$ cat config.mk
export PLATFORM = sky130hd
export DESIGN_NAME = int_addsub_unit
export DESIGN_NICKNAME = d
export VERILOG_FILES = /design/src/rtl/addsub_pkg.sv /design/src/rtl/addsub_opsel.sv /design/src/rtl/addsub_adder.sv /design/src/rtl/addsub_flags.sv /design/src/rtl/int_addsub_unit.sv
export SDC_FILE = /design/constraint.sdc
export NUM_CORES = 1
export LEC_CHECK = 0
export CAP_MARGIN = 20
export CORE_MARGIN = 3
export CORE_UTILIZATION = 54
export DETAILED_ROUTE_END_ITERATION = 16
export GPL_TIMING_DRIVEN = 0
export HOLD_SLACK_MARGIN = 0.12
export PLACE_DENSITY = 0.92
export SKIP_CTS_REPAIR_TIMING = 1
export SYNTH_ARGS = -nofsm -noshare
export SYNTH_HDL_FRONTEND = slang
export SYNTH_SLANG_ARGS = --single-unit
$ cat constraint.sdc
create_clock -name clk -period 15.83 [get_ports clk]
set_input_delay 3.9575 -clock clk [delete_from_list [all_inputs] [get_ports clk]]
set_output_delay 3.9575 -clock clk [all_outputs]
set_load 0.02 [all_outputs]
$ cat src/rtl/addsub_pkg.sv
package addsub_pkg;

    parameter int unsigned XLEN  = 64;
    parameter int unsigned IMM_W = 16;
    localparam int unsigned HALF   = XLEN / 2;
    localparam int unsigned OP_W   = 3;
    localparam int unsigned CR_W   = 4;
    localparam int unsigned SHIFTI = 16;

    typedef enum logic [OP_W-1:0] {
        OP_ADD    = 3'd0,
        OP_SUBF   = 3'd1,
        OP_ADDI   = 3'd2,
        OP_ADDIS  = 3'd3,
        OP_SUBFIC = 3'd4,
        OP_ADDE   = 3'd5,
        OP_ADDME  = 3'd6,
        OP_ADDZE  = 3'd7
    } alu_op_e;

    typedef struct packed {
        logic [XLEN-1:0] x;
        logic [XLEN-1:0] y;
        logic            cin;
        logic            ca_we;
    } addend_t;

    typedef struct packed {
        logic [XLEN-1:0] sum;
        logic            co_full;
        logic            co_half;
        logic            ovf;
    } sum_t;

    typedef struct packed {
        logic            ov;
        logic            so;
        logic [CR_W-1:0] cr;
    } flags_t;

    function automatic logic [XLEN-1:0] sext_imm(input logic [IMM_W-1:0] imm);
        return {{(XLEN-IMM_W){imm[IMM_W-1]}}, imm};
    endfunction

    function automatic logic [XLEN-1:0] sext_imm_hi(input logic [IMM_W-1:0] imm);
        return {{(XLEN-IMM_W-SHIFTI){imm[IMM_W-1]}}, imm, {SHIFTI{1'b0}}};
    endfunction

endpackage

$ cat src/rtl/addsub_opsel.sv
module addsub_opsel
    import addsub_pkg::*;
(
    input  alu_op_e         op,
    input  logic            ra_zero,
    input  logic [XLEN-1:0] a,
    input  logic [XLEN-1:0] b,
    input  logic [IMM_W-1:0] imm,
    input  logic            ca_in,
    output addend_t         addend
);
    logic [XLEN-1:0] a_or_zero;

    always_comb begin
        a_or_zero = ra_zero ? '0 : a;
        addend    = '0;
        unique case (op)
            OP_ADD: begin
                addend.x = a;
                addend.y = b;
            end
            OP_SUBF: begin
                addend.x   = ~a;
                addend.y   = b;
                addend.cin = 1'b1;
            end
            OP_ADDI: begin
                addend.x = a_or_zero;
                addend.y = sext_imm(imm);
            end
            OP_ADDIS: begin
                addend.x = a_or_zero;
                addend.y = sext_imm_hi(imm);
            end
            OP_SUBFIC: begin
                addend.x     = ~a;
                addend.y     = sext_imm(imm);
                addend.cin   = 1'b1;
                addend.ca_we = 1'b1;
            end
            OP_ADDE: begin
                addend.x     = a;
                addend.y     = b;
                addend.cin   = ca_in;
                addend.ca_we = 1'b1;
            end
            OP_ADDME: begin
                addend.x     = a;
                addend.y     = '1;
                addend.cin   = ca_in;
                addend.ca_we = 1'b1;
            end
            OP_ADDZE: begin
                addend.x     = a;
                addend.y     = '0;
                addend.cin   = ca_in;
                addend.ca_we = 1'b1;
            end
            default: addend = '0;
        endcase
    end
endmodule

$ cat src/rtl/addsub_adder.sv
module addsub_adder
    import addsub_pkg::*;
(
    input  addend_t addend,
    output sum_t    result
);
    logic [HALF:0] low_sum;
    logic [HALF:0] high_sum;

    always_comb begin
        low_sum  = {1'b0, addend.x[HALF-1:0]} + {1'b0, addend.y[HALF-1:0]}
                 + {{HALF{1'b0}}, addend.cin};
        high_sum = {1'b0, addend.x[XLEN-1:HALF]} + {1'b0, addend.y[XLEN-1:HALF]}
                 + {{HALF{1'b0}}, low_sum[HALF]};
        result.sum     = {high_sum[HALF-1:0], low_sum[HALF-1:0]};
        result.co_full = high_sum[HALF];
        result.co_half = low_sum[HALF];
        result.ovf     = (addend.x[XLEN-1] == addend.y[XLEN-1]) &&
                         (result.sum[XLEN-1] != addend.x[XLEN-1]);
    end
endmodule

$ cat src/rtl/addsub_flags.sv
module addsub_flags
    import addsub_pkg::*;
(
    input  sum_t   sres,
    input  logic   ovf_en,
    input  logic   so_in,
    output flags_t flags
);
    logic neg, zero;

    always_comb begin
        neg      = sres.sum[XLEN-1];
        zero     = (sres.sum == '0);
        flags.ov = ovf_en & sres.ovf;
        flags.so = so_in | flags.ov;
        flags.cr = {neg, ~neg & ~zero, zero, flags.so};
    end
endmodule

$ cat src/rtl/int_addsub_unit.sv
module int_addsub_unit
    import addsub_pkg::*;
(
    input  logic             clk,
    input  logic             rst,
    input  logic             in_valid,
    input  logic [OP_W-1:0]  in_op,
    input  logic             in_ra_zero,
    input  logic [XLEN-1:0]  in_a,
    input  logic [XLEN-1:0]  in_b,
    input  logic [IMM_W-1:0] in_imm,
    input  logic             in_ovf_en,
    input  logic             in_rec,
    input  logic             in_ca,
    input  logic             in_so,
    output logic             out_done,
    output logic [XLEN-1:0]  out_result,
    output logic [1:0]       out_ca,
    output logic             out_ca_we,
    output logic             out_ov,
    output logic             out_so,
    output logic [CR_W-1:0]  out_cr,
    output logic             out_cr_we
);
    alu_op_e op;
    addend_t addend;
    sum_t    sres;
    flags_t  flags;

    assign op = alu_op_e'(in_op);

    addsub_opsel u_opsel (
        .op      (op),
        .ra_zero (in_ra_zero),
        .a       (in_a),
        .b       (in_b),
        .imm     (in_imm),
        .ca_in   (in_ca),
        .addend  (addend)
    );

    addsub_adder u_adder (
        .addend (addend),
        .result (sres)
    );

    addsub_flags u_flags (
        .sres   (sres),
        .ovf_en (in_ovf_en),
        .so_in  (in_so),
        .flags  (flags)
    );

    always_ff @(posedge clk) begin
        if (rst) begin
            out_done   <= 1'b0;
            out_result <= '0;
            out_ca     <= '0;
            out_ca_we  <= 1'b0;
            out_ov     <= 1'b0;
            out_so     <= 1'b0;
            out_cr     <= '0;
            out_cr_we  <= 1'b0;
        end else begin
            out_done <= in_valid;
            if (in_valid) begin
                out_result <= sres.sum;
                out_ca     <= {sres.co_half, sres.co_full};
                out_ca_we  <= addend.ca_we;
                out_ov     <= flags.ov;
                out_so     <= flags.so;
                out_cr     <= flags.cr;
                out_cr_we  <= in_rec;
            end
        end
    end
endmodule

# [Yosys cells after proc, flatten, opt, wreduce, memory -nomap -nowiden]
# Index checks and enable logic that the tools add are counted.
[totals] reg_bits=75 latchBits=0 ram_bits=0 rom_bits=0 input_bits=155 out_inout_bits=75 word_cells=38 n_memories=0
[op_classes] n_addsub=4 multipliers=0 n_div=0 n_lt_le_gt_ge=0 eq_ne=9 n_shift=0 mux=4 bitwise_logic=6 n_reduce_logical=7
[ops] operator="one-hot mux 128 bit (7 select lines)" n=1
[ops] operator="adder 32 x 32 -> 33 bit" n=2
[ops] operator="adder 33 x 1 -> 33 bit" n=2
[ops] operator="logical NOT 64 bit" n=1
[ops] operator="2-to-1 mux 64 bit" n=1
[ops] operator="inverter 64 bit" n=1
[ops] operator="equality test 3 bit, second input constant" n=4
[ops] operator="equality test 3 x 2 -> 1 bit, second input constant" n=2
[ops] operator="OR reduction 2 bit" n=2
[ops] operator="OR reduction 4 bit" n=1
[ops] operator="equality test 3 x 1 -> 1 bit, second input constant" n=1
[ops] operator="logical NOT 3 bit" n=1
[ops] operator="OR reduction 3 bit" n=1
[ops] operator="AND 1 bit" n=2
[ops] operator="inverter 1 bit" n=2
[ops] operator="one-hot mux 1 bit (2 select lines)" n=1
[ops] operator="equality test 1 bit" n=1
[ops] operator="logical AND 1 bit" n=1
[ops] operator="2-to-1 mux 1 bit" n=1
[ops] operator="!= test 1 bit" n=1
[ops] operator="bitwise OR 1 bit" n=1

# [Longest topological paths before layout]
# Gate-level depths: netlist of run 1.
[logic_depth] depth_word=10 mapped_depth=34 depth_no_buf=30

# [Cells and area by module]
# Synthesis of run 1 repeated with hierarchy kept, for this count alone.
[hier_totals] hier_cells=1273 area_unflattened_um2=9678.0
[by_module_without_submodules] module="addsub_opsel" instances=1 cells_each=547 area_per_inst_um2=3495.9 seq_area_each_um2=0.0
[by_module_without_submodules] module="addsub_adder" instances=1 cells_each=458 area_per_inst_um2=3276.9 seq_area_each_um2=0.0
[by_module_without_submodules] module="int_addsub_unit" instances=1 cells_each=241 area_per_inst_um2=2703.8 seq_area_each_um2=1501.4
[by_module_without_submodules] module="addsub_flags" instances=1 cells_each=27 area_per_inst_um2=201.4 seq_area_each_um2=0.0

# [Worst setup path after synthesis of run 1]
# No wires, ideal clock.
[synth_timing] path_type="input port to flip-flop" start="in in_op[0]" end="reg out_cr[1]" setup_ns=0.059 t_arrival_ns=10.561 required_ns=15.771 slack_ns=5.210 path_stages=34 n_path_buf=4 cell_sequence="clkbuf_1 > nand2b_1 > clkbuf_1 > a21o_1 > a21boi_0 > clkbuf_1 > clkbuf_1 > nand2_1 > o21ai_0 > fa_1 > inv_1 > fa_1 > nand2b_1 > a211oi_1 > o21ai_1 > a21oi_1 > o21ai_1 > o21ai_1 > a31oi_1 > nor2_1 > a211oi_1 > fa_1 > inv_1 > fa_1 > a21o_1 > o2bb2ai_1 > nor2_1 > o31ai_1 > a21oi_1 > xnor2_1 > nor3_1 > or4bb_1 > nor4_2 > a31o_1"
[synth_via] elab_chain_len=7 word_cells_on_any_way=18 cone_classes="add/sub: 4; eq/ne: 7; mux: 2; reduce/logical: 5"
[synth_rtl] item="start, declared" line_no="int_addsub_unit.sv:7" text="input logic [OP_W-1:0] in_op,"
[synth_rtl] item="equality test 3 bit / logical NOT 3 bit (equally long branches)" line_no="addsub_opsel.sv:17" text="unique case (op)"
[synth_rtl] item="OR reduction 2 bit (no source line)"
[synth_rtl] item="one-hot mux 128 bit (7 select lines)" line_no="addsub_opsel.sv:17"
[synth_rtl] item="adder 32 x 32 -> 33 bit" line_no="addsub_adder.sv:11" text="low_sum = {1'b0, addend.x[HALF-1:0]} + {1'b0, addend.y[HALF-1:0]}"
[synth_rtl] item="adder 33 x 1 -> 33 bit" line_no="addsub_adder.sv:12" text="+ {{HALF{1'b0}}, addend.cin};"
[synth_rtl] item="adder 33 x 1 -> 33 bit" line_no="addsub_adder.sv:14" text="+ {{HALF{1'b0}}, low_sum[HALF]};"
[synth_rtl] item="logical NOT 64 bit (*)" line_no="addsub_flags.sv:13" text="zero = (sres.sum == '0);"
[synth_rtl] item="end signal, assigned" line_no="int_addsub_unit.sv:72" text="out_cr <= flags.cr;"
[synth_rtl] item="end, declared" line_no="int_addsub_unit.sv:22" text="output logic [CR_W-1:0] out_cr,"
# Every way passes the cells marked *; elsewhere a longest branch is shown, timed or not.
# A chain may end at the register's enable or synchronous reset.

# [Worst setup path in the final report of run 1]
[layout_timing] start="in in_op[2]" end="reg out_cr[2]"
[layout_via] elab_chain_len=9 word_cells_on_any_way=21 cone_classes="add/sub: 4; eq/ne: 7; mux: 2; bitwise: 3; reduce/logical: 5"
[layout_rtl] item="equality test 3 bit / logical NOT 3 bit (equally long branches)" line_no="addsub_opsel.sv:17"
[layout_rtl] item="OR reduction 2 bit (no source line)"
[layout_rtl] item="one-hot mux 128 bit (7 select lines)" line_no="addsub_opsel.sv:17"
[layout_rtl] item="adder 32 x 32 -> 33 bit" line_no="addsub_adder.sv:11"
[layout_rtl] item="adder 33 x 1 -> 33 bit" line_no="addsub_adder.sv:12"
[layout_rtl] item="adder 33 x 1 -> 33 bit" line_no="addsub_adder.sv:14"
[layout_rtl] item="logical NOT 64 bit" line_no="addsub_flags.sv:13"
[layout_rtl] item="inverter 1 bit" line_no="addsub_flags.sv:16" text="flags.cr = {neg, ~neg & ~zero, zero, flags.so};"
[layout_rtl] item="AND 1 bit (*)" line_no="addsub_flags.sv:16"
# Marks and branches as above.

==> metrics.txt, run 1 <==
Worst-Margin Slew 1.160 ns; worst-case reg-to-reg path depth 3; final hold violations 0; kind of critical path primary input to flop; Core Area 14810 sq um; synth cell count leaders nand2_1 (164), nor2_1 (131), o21ai_0 (112); Die ar. 16920 sq um; number of flops mapped to enable cells by yosys 0; number of global-route vias before repair 9659; ys async rst share 0%; post-synthesis mux area share 5.552%; root buffer cell clkbuf_16; Ys Warns 0; clk_lat worst skew between 0.3 and 0.4 ns; die width 130.1 microns; Peak Freq between 0.07 and 0.08 GHz; fin. max-slew vios 0; Yosys top cell by area dfxtp_1; Critical Path Sink out_cr[2]; relative slew slack 22.67%; Post-DRT Antenna Nets 0; register bit count reported by yosys 73; Synth Flop Type dfxtp_1; Area contributors post-synth dfxtp_1 (18%), ha_1 (9.3%), nand2_1 (7.4%); Finished Core Util between 70% and 80%; Worst R2R Setup Slack 15.03 ns; num ports 230; routability cong. 0.9980; synthesized net count 1421; main combinational cell family by area after synthesis compound AO/OA/AOI/OAI gates; Synth top area share 17.57%; largest net degree at the start of global routing 14; CTS HTree Levels 3; crit path max fanout 10; Area Growth Syn to Fin 33.12%; Simple-Gate Fraction of Synth Area 23.82%; number of fill cells 1173; distinct cell type count of the synthesized netlist 72; Post-Synth XOR/XNOR Area 6.004%; critical path's largest stage delay 0.68 ns; WL final 33.55 mm; Die H 130.1 microns; initial antenna violation count 0; first-pass GRT wire length ~50 mm; # setup viols final 0; Crit. End Element flop; Crit. Startpoint in_op[2]; Final Cycle Share 83.23%; GRT Util Overall between 30 and 40%; Diodes inserted 0; leakage 4.773 nW; Max clock buf depth 2; Final Skew 0 ns; std cell rows 44; Worst R2R Start out_result[58]; Post-Syn Area 8315 sq um; cts bufs inserted 9; via count between 10000 and 15000; Hold Path Class flop to flop; Crit path top cell by count fa_1; clk sinks between 70 and 80; slowest CP cell clkbuf_1; status finished, final reports clean; CP startpoint kind primary input; Syn Area/Cell ~6.9 sq um; pwr dens 96.40 nW/um^2; Mapped Cells 1200; layout cells sized above 1 2.498%; setup_tns 0 ns; Worst EP required 16.05 ns; DP HPWL between 20 and 30 mm; R2R Path End out_result[58]; Via density 6.321; Tmin final 13.17 ns; Pre-Repair DR Iteration Count 8; post-layout power 1.067 mW; DRC 0; count leader, synth nand2_1; RSZ-0062 raised after global routing false; hold slack around 0.47 ns; Synth Area in Compound Gates 31.55%; I/O Buffers 225; routed len/inst 20.64 microns; max_cap viols 0; clock slew at reported path FFs about 0.060 ns; maximum vdd drop 60.33 uV; Final nets 1657; CTS tree done; post-synthesis sequential area ratio around 18%; Synth Area in Adders 10.29%; Initial Util 56.15%; GR Overflow Total 0; crit path DAT between 10 and 15 ns; drt initial violations 1145
-- kinds of logic after synthesis --
kind of cell | count (synthesis)
mux | 46
simple gates | 434
buf+inv | 111
flops | 73
xor+xnor | 57
fa+ha+maj | 66
compound gates | 413
-- power by group --
part,leakage (nW),internal (mW),total (mW),switching (mW)
logic,4.04,0.262,0.641,0.379
registers,0.603,0.213,0.233,0.0200
clock network,0.129,0.106,0.192,0.0860
total,4.77,0.582,1.07,0.485
-- metal layers --
| metal | vias to the layer above | GRT usage, % | wire length [microns] |
|---|---|---|---|
| met2 | 682 | 63.34 | 15230 |
| met3 | 127 | 7.286 | 3446 |
| met4 | 0 | 19.74 | 1854 |
| met1 | 4654 | 47.82 | 13010 |
| met5 | - | 0 | 0 |
| li1 | 4809 | - | - |
-- flip-flops by register name (all words and copies together), names as in the netlist --
signal,flops
out_result,64
out_cr,3
out_ca,2
out_done,1
out_ov,1
out_cr_we,1
out_ca_we,1
-- layout by cell type, fill, tap and decap left out, types with 10 or more instances in the layout --
master	count
a211oi_1	19
a21o_1	50
a21oi_1	102
a22oi_1	16
and3_1	12
clkbuf_1	65
clkdlybuf4s50_1	225
dfxtp_1	73
ha_1	62
inv_1	30
mux2i_1	45
nand2_1	164
nand2b_1	26
nand3_1	24
nand4_1	10
nor2_1	131
nor2b_1	11
nor3_1	20
o21ai_0	112
o21ai_1	12
o22a_1	15
o22ai_1	15
xnor2_1	39
xor2_1	18
-- worst max-delay path, delay by kind of cell --
family                   cells  cell delay [ns]
AO/OA/AOI/OAI               15             3.52
AND/OR/NAND/NOR              8             1.89
buffers and inverters        6             2.36
adder cells (fa/ha/maj)      4             1.45
XOR/XNOR                     1             0.20
-- layout make-up --
type	instances	area, sq um	share of cell area [%]
multi-input combinational	1016	6421	58.01
buffer	80	316.6	2.860
sequential	73	1461	13.20
tap	184	230.2	2.080
clock buffer	10	229.0	2.068
clock inverter	6	42.54	0.3843
timing repair buffer	225	2252	20.35
inverter	31	116.4	1.051
-- stage by stage --
stage / std cells / instance area, sq um / worst slack, ns
finish: 1625 / 11070 / 2.655
global route: 1625 / 11070 / 2.148
CTS: 1625 / 11070 / 3.009
detailed placement: 1609 / 10800 / 2.712
global placement: 1609 / 10800 / 2.866
floorplan: 1200 / 8315 / 5.210
-- worst min path at each step --
stage                   start        endpoint  slack (ns)  depth (start not counted)
2_1_floorplan          out_ov          out_ov        0.55                          2
3_3_place_gp           out_ov          out_ov        0.45                          2
3_5_place_dp           out_ov          out_ov        0.46                          2
4_1_cts                out_ov          out_ov        0.47                          2
5_1_grt        out_result[31]  out_result[31]        0.52                          2
6_report               out_ov          out_ov        0.47                          2
Note: power is estimated with default switching activity, not from simulation.
==> inputs of run 2 (changes only) <==
- CORE_UTILIZATION: 54 -> 45
- PLACE_DENSITY: 0.92 -> 0.83
- clock period: 15.83 -> 11.7 ns (I/O delays scaled with it)
==> run 2 against run 1 <==
Core utilization is 13 points lower. Count of clock-buffer cells in the layout up 2. Non-clock buffer count did not move. Sequential share of layout area decreased by 0.14 points. Flip-flop and latch count unchanged. Critical path depth is the same. Worst setup slack worse by 2.2 ns. Register-to-register slack worse by 4.2 ns. Hold slack got worse by 0.0082 ns. Die area grew 19%. Global-route usage is 7.8 points lower. Clock skew unchanged.
==> metrics.txt, run 2 (synthesis gave the netlist of run 1 again) <==
DRC 0; Net Sw Frac 43.26%; net switching power figure 638.4 uW; first-pass GRT wire length about 50 mm; clk sinks 73; hold path depth 2; DP HPWL 26.42 mm; cts bufs inserted 9; Setup WS post-layout 0.4449 ns; dpl ws -0.3037 ns; worst-case reg-to-reg path depth 2; Tmin final 11.26 ns; kind of critical path primary input to flop; CP startpoint kind primary input; Initial Util 45.98%; Crit. End Element flop; CTS HTree Levels 3; num ports 230; Die ar. between 20000 and 25000 sq um; Post-DRT Antenna Nets 0; most common cell after layout, fill and taps aside clkdlybuf4s50_1; Finished Core Util 61.88%; Final nets around 1700; routability cong. 0.9715; Crit path top cell by count fa_1; WL final ~32 mm; post-route cell area 11190 sq um; number of global-route vias before repair between 9000 and 10000; crit path DAT 11.54 ns; CTS tree done; R2R Path End out_result[55]; # setup viols final 0; die width 141.9 microns; Via density 5.883; Worst R2R Setup Slack roughly 11 ns; via count 9825; layout cells sized above 1 2.845%; final hold violations 0; max_cap viols 0; Pint about 840 uW; Final Cycle Share around 96%; combinational share of power 57.6%; post-layout power approximately 1.5 mW; initial antenna violation count 0; clock slew at reported path FFs 0.06 ns; RSZ-0062 raised after global routing false; Max clock buf depth 2; Regs by FF count out_result x64, out_cr x3, out_ca x2; Pre-Repair DR Iteration Count 5; drt initial violations 823; routed len/inst 19.23 microns; critical path's largest stage delay 0.57 ns; Area Growth Syn to Fin 34.59%; clock share of power between 20% and 30%; Worst EP required about 12 ns; clk_lat worst skew 0.34 ns; root buffer cell clkbuf_16; Hold Startpoint out_result[31]; status finished, final reports clean; GR Overflow Total 0; std cell rows 49; most frequent cells in the layout clkdlybuf4s50_1 (225), nand2_1 (164), nor2_1 (131); sequential share of power 21.6%; I/O Buffers 225; Worst-Margin Slew between 1 and 1.5 ns; Final Skew 0 ns; leakage slightly below 5 nW; Die H 141.9 microns; Hold Path Class flop to flop; fin. max-slew vios 0; Diodes inserted 0; Worst R2R Start out_result[55]; Largest Register out_result; relative slew slack 30.01%; crit path max fanout 10; Peak Freq 0.08885 GHz; max reg flops 64; Core Area approximately 18000 sq um; pwr dens 131.8 nW/um^2; Hold EP out_result[31]; maximum vdd drop between 60 and 70 uV; GRT Util Overall 30.68%; slowest CP cell or4bb_1; largest net degree at the start of global routing 13; dpl cell area 10850 sq um
==> run 2: changes by cell type in the layout (fill, tap and decap cells not counted) <==
cell,change
clkinv_2,-2
clkbuf_1,-3
o31ai_2,+1
bufinv_16,+2
inv_6,-1
o31ai_1,-1
clkbuf_2,+4
a211oi_1,-1
a211oi_2,+1
clkinvlp_4,-1
clkbuf_8,+1
==> run 2: metrics by stage <==
stage | setup TNS (ns) | std cells | hold slack (ns)
2_1_floorplan | 0 | 1200 | 0.5450
3_3_place_gp | -0.6388 | 1654 | 0.4531
3_5_place_dp | -0.6017 | 1654 | 0.4575
6_report | 0 | 1670 | 0.4651
4_1_cts | -0.06249 | 1670 | 0.4674
5_1_grt | 0 | 1670 | 0.5094
==> run 2: worst max path at each step <==
| stage | slack (ns) | to | cells past startpoint | startpoint |
|---|---|---|---|---|
| floorplan | 2.11 | out_cr[1] | 34 | in_op[0] |
| finish | 0.44 | out_cr[1] | 34 | in_op[2] |
| global route | 0.05 | out_cr[2] | 34 | in_op[2] |
| CTS | -0.04 | out_cr[1] | 34 | in_op[2] |
| detailed placement | -0.30 | out_cr[1] | 34 | in_op[2] |
| global placement | -0.32 | out_cr[1] | 34 | in_op[2] |
==> run 2: power by group through the flow <==
| stage | Clock, mW | Sequential, mW | Combinational [mW] |
|---|---|---|---|
| CTS | 0.307 | 0.317 | 0.834 |
| global placement | 0 | 0.321 | 0.817 |
| global route | 0.319 | 0.322 | 0.920 |
| floorplan | 0 | 0.361 | 0.492 |
| detailed placement | 0 | 0.322 | 0.828 |
| finish | 0.308 | 0.318 | 0.850 |
==> run 2: critical path, delay by kind of cell <==
family          cells  cell delay (ns)
fa+ha+maj           4             1.44
compound gates     15             3.36
xor+xnor            1             0.21
simple gates        8             1.80
buf+inv             6             1.77
==> run 2: area by class of cell <==
cell class	count	area, sq um
clock buffer	12	246.5
fill	1685	6894
sequential	73	1461
clock inverter	4	76.32
tap	229	286.5
multi-input combinational	1016	6431
timing repair buffer	225	2252
buffer	80	321.6
inverter	31	116.4
==> run 2: layer usage <==
layer / up-vias / global-route usage [%] / wire length (microns)
met3: 50 / 4.167 / 2500
met1: 4516 / 40.18 / 13680
li1: 4790 / - / -
met4: 0 / 8.434 / 898
met2: 469 / 53.07 / 15040
met5: - / 0 / 0
==> inputs of run 3 (changes only) <==
- GPL_ROUTABILITY_DRIVEN: not set -> 0
- HOLD_SLACK_MARGIN: 0.12 -> 0.08
- TNS_END_PERCENT: not set -> 30
==> run 3 against run 2 <==
Clock skew unchanged. Via count increased by 2.0%. Critical path type unchanged. Core utilization about the same. Die area unchanged. Sequential power about the same. Clock power increased by 1%. Worst setup slack improved by 0.043 ns.
==> metrics.txt, run 3 (synthesis gave the netlist of run 1 again) <==
status finished, final reports clean; leakage 4.814 nW; DR WL met3 3.499 mm; number of global-route vias before repair 9235; Die H 141.9 microns; Finished Core Util around 62%; Area Growth Syn to Fin 34.65%; Final Skew 0 ns; num ports 230; crit path max fanout 10; routed len/inst between 15 and 20 microns; Hold Path Class flop to flop; routed length on met1 between 10 and 15 mm; via count 10023; Setup WS post-layout 0.4876 ns; relative slew slack 29.61%; DRC 0; clk_lat worst skew 0.34 ns; crit path DAT 11.50 ns; max_cap viols 0; die width 141.9 microns; Tmin final between 10 and 15 ns; Max Used Layer met5; Pre-Repair DR Iteration Count 6; dpl ws -0.2266 ns; std cell rows 49; I/O Buffers 225; cts bufs inserted 9; met2 routed WL 14.10 mm; kind of critical path primary input to flop; fin. max-slew vios 0; Post-DRT Antenna Nets 0; RSZ-0062 raised after global routing false; CP startpoint kind primary input; clock slew at reported path FFs 0.06 ns; most frequent cells in the layout clkdlybuf4s50_1 (225), nand2_1 (164), nor2_1 (131); CTS tree done; Initial Util 45.98%; Max clock buf depth 2; WL final 31.25 mm; hold slack 0.4688 ns; layout cells sized above 1 2.915%; GRT Util Overall 29.49%; maximum vdd drop 80.97 uV; most common cell after layout, fill and taps aside clkdlybuf4s50_1; Final nets roughly 1700; Largest Register out_result; Crit. End Element flop; drt initial violations 1032; slowest CP cell or4bb_1; Worst-Margin Slew 1.056 ns; largest net degree at the start of global routing 14; # setup viols final 0; CTS HTree Levels 3; Crit path top cell by count fa_1; Diodes inserted 0; max reg flops 64; initial antenna violation count 1; pwr dens 132.1 nW/um^2; Regs by FF count out_result x64, out_cr x3, out_ca x2; Die ar. 20150 sq um; Core Area roughly 18000 sq um; GR Overflow Total 0; first-pass GRT wire length about 48 mm; Via density 6.002; critical path's largest stage delay 0.56 ns; root buffer cell clkbuf_16; dpl cells between 1500 and 2000; DP HPWL 25.25 mm; Peak Freq between 0.08 and 0.09 GHz; Final Cycle Share 95.83%; Worst EP required between 10 and 15 ns; final hold violations 0; clk sinks 73; fin cells 1670
==> run 3: path summary, 6_finish.rpt <==
check	from	end	slack, ns	cells past startpoint
max reg2reg	out_result[40]	out_result[40]	10.89	2
min reg2reg	out_result[31]	out_result[31]	0.47	2
max	in_op[2]	out_cr[1]	0.49	34
min	out_result[31]	out_result[31]	0.47	2
==> run 3: through the flow <==
| stage | setup TNS (ns) | power [mW] | area (sq um) |
|---|---|---|---|
| final | 0 | 1.479 | 11200 |
| after global routing | 0 | 1.557 | 11200 |
| after CTS | 0 | 1.457 | 11180 |
| after detailed placement | -0.4515 | 1.143 | 10850 |
| after global placement | -0.1695 | 1.127 | 10850 |
| after floorplan | 0 | 0.8524 | 8315 |
==> run 3: worst max-delay path, delay by kind of cell <==
| family | cells | cell delay (ns) |
|---|---|---|
| AOI/OAI and AO/OA | 15 | 3.33 |
| buffers and inverters | 6 | 1.82 |
| and+or+nand+nor | 8 | 1.81 |
| adders and majority gates | 4 | 1.43 |
| xor gates and xnor gates | 1 | 0.20 |
==> run 3: cell type report <==
class,count,area (sq um)
clock inverter,6,90.09
buffer,80,320.3
multi-input combinational,1016,6431
sequential,73,1461
fill,1600,6889
inverter,31,116.4
timing repair buffer,225,2252
clock buffer,10,239.0
tap,229,286.5
==> run 3: routing by layer <==
layer,up-vias,GRT usage [%]
met5,-,0
met4,2,11.26
met3,86,5.612
met2,634,49.25
met1,4500,37.80
li1,4801,-
==> run 3: power by group <==
part	internal [mW]	total, mW	switching [mW]
Sequential	0.289	0.316	0.0276
Combinational	0.355	0.850	0.496
Clock	0.193	0.312	0.119
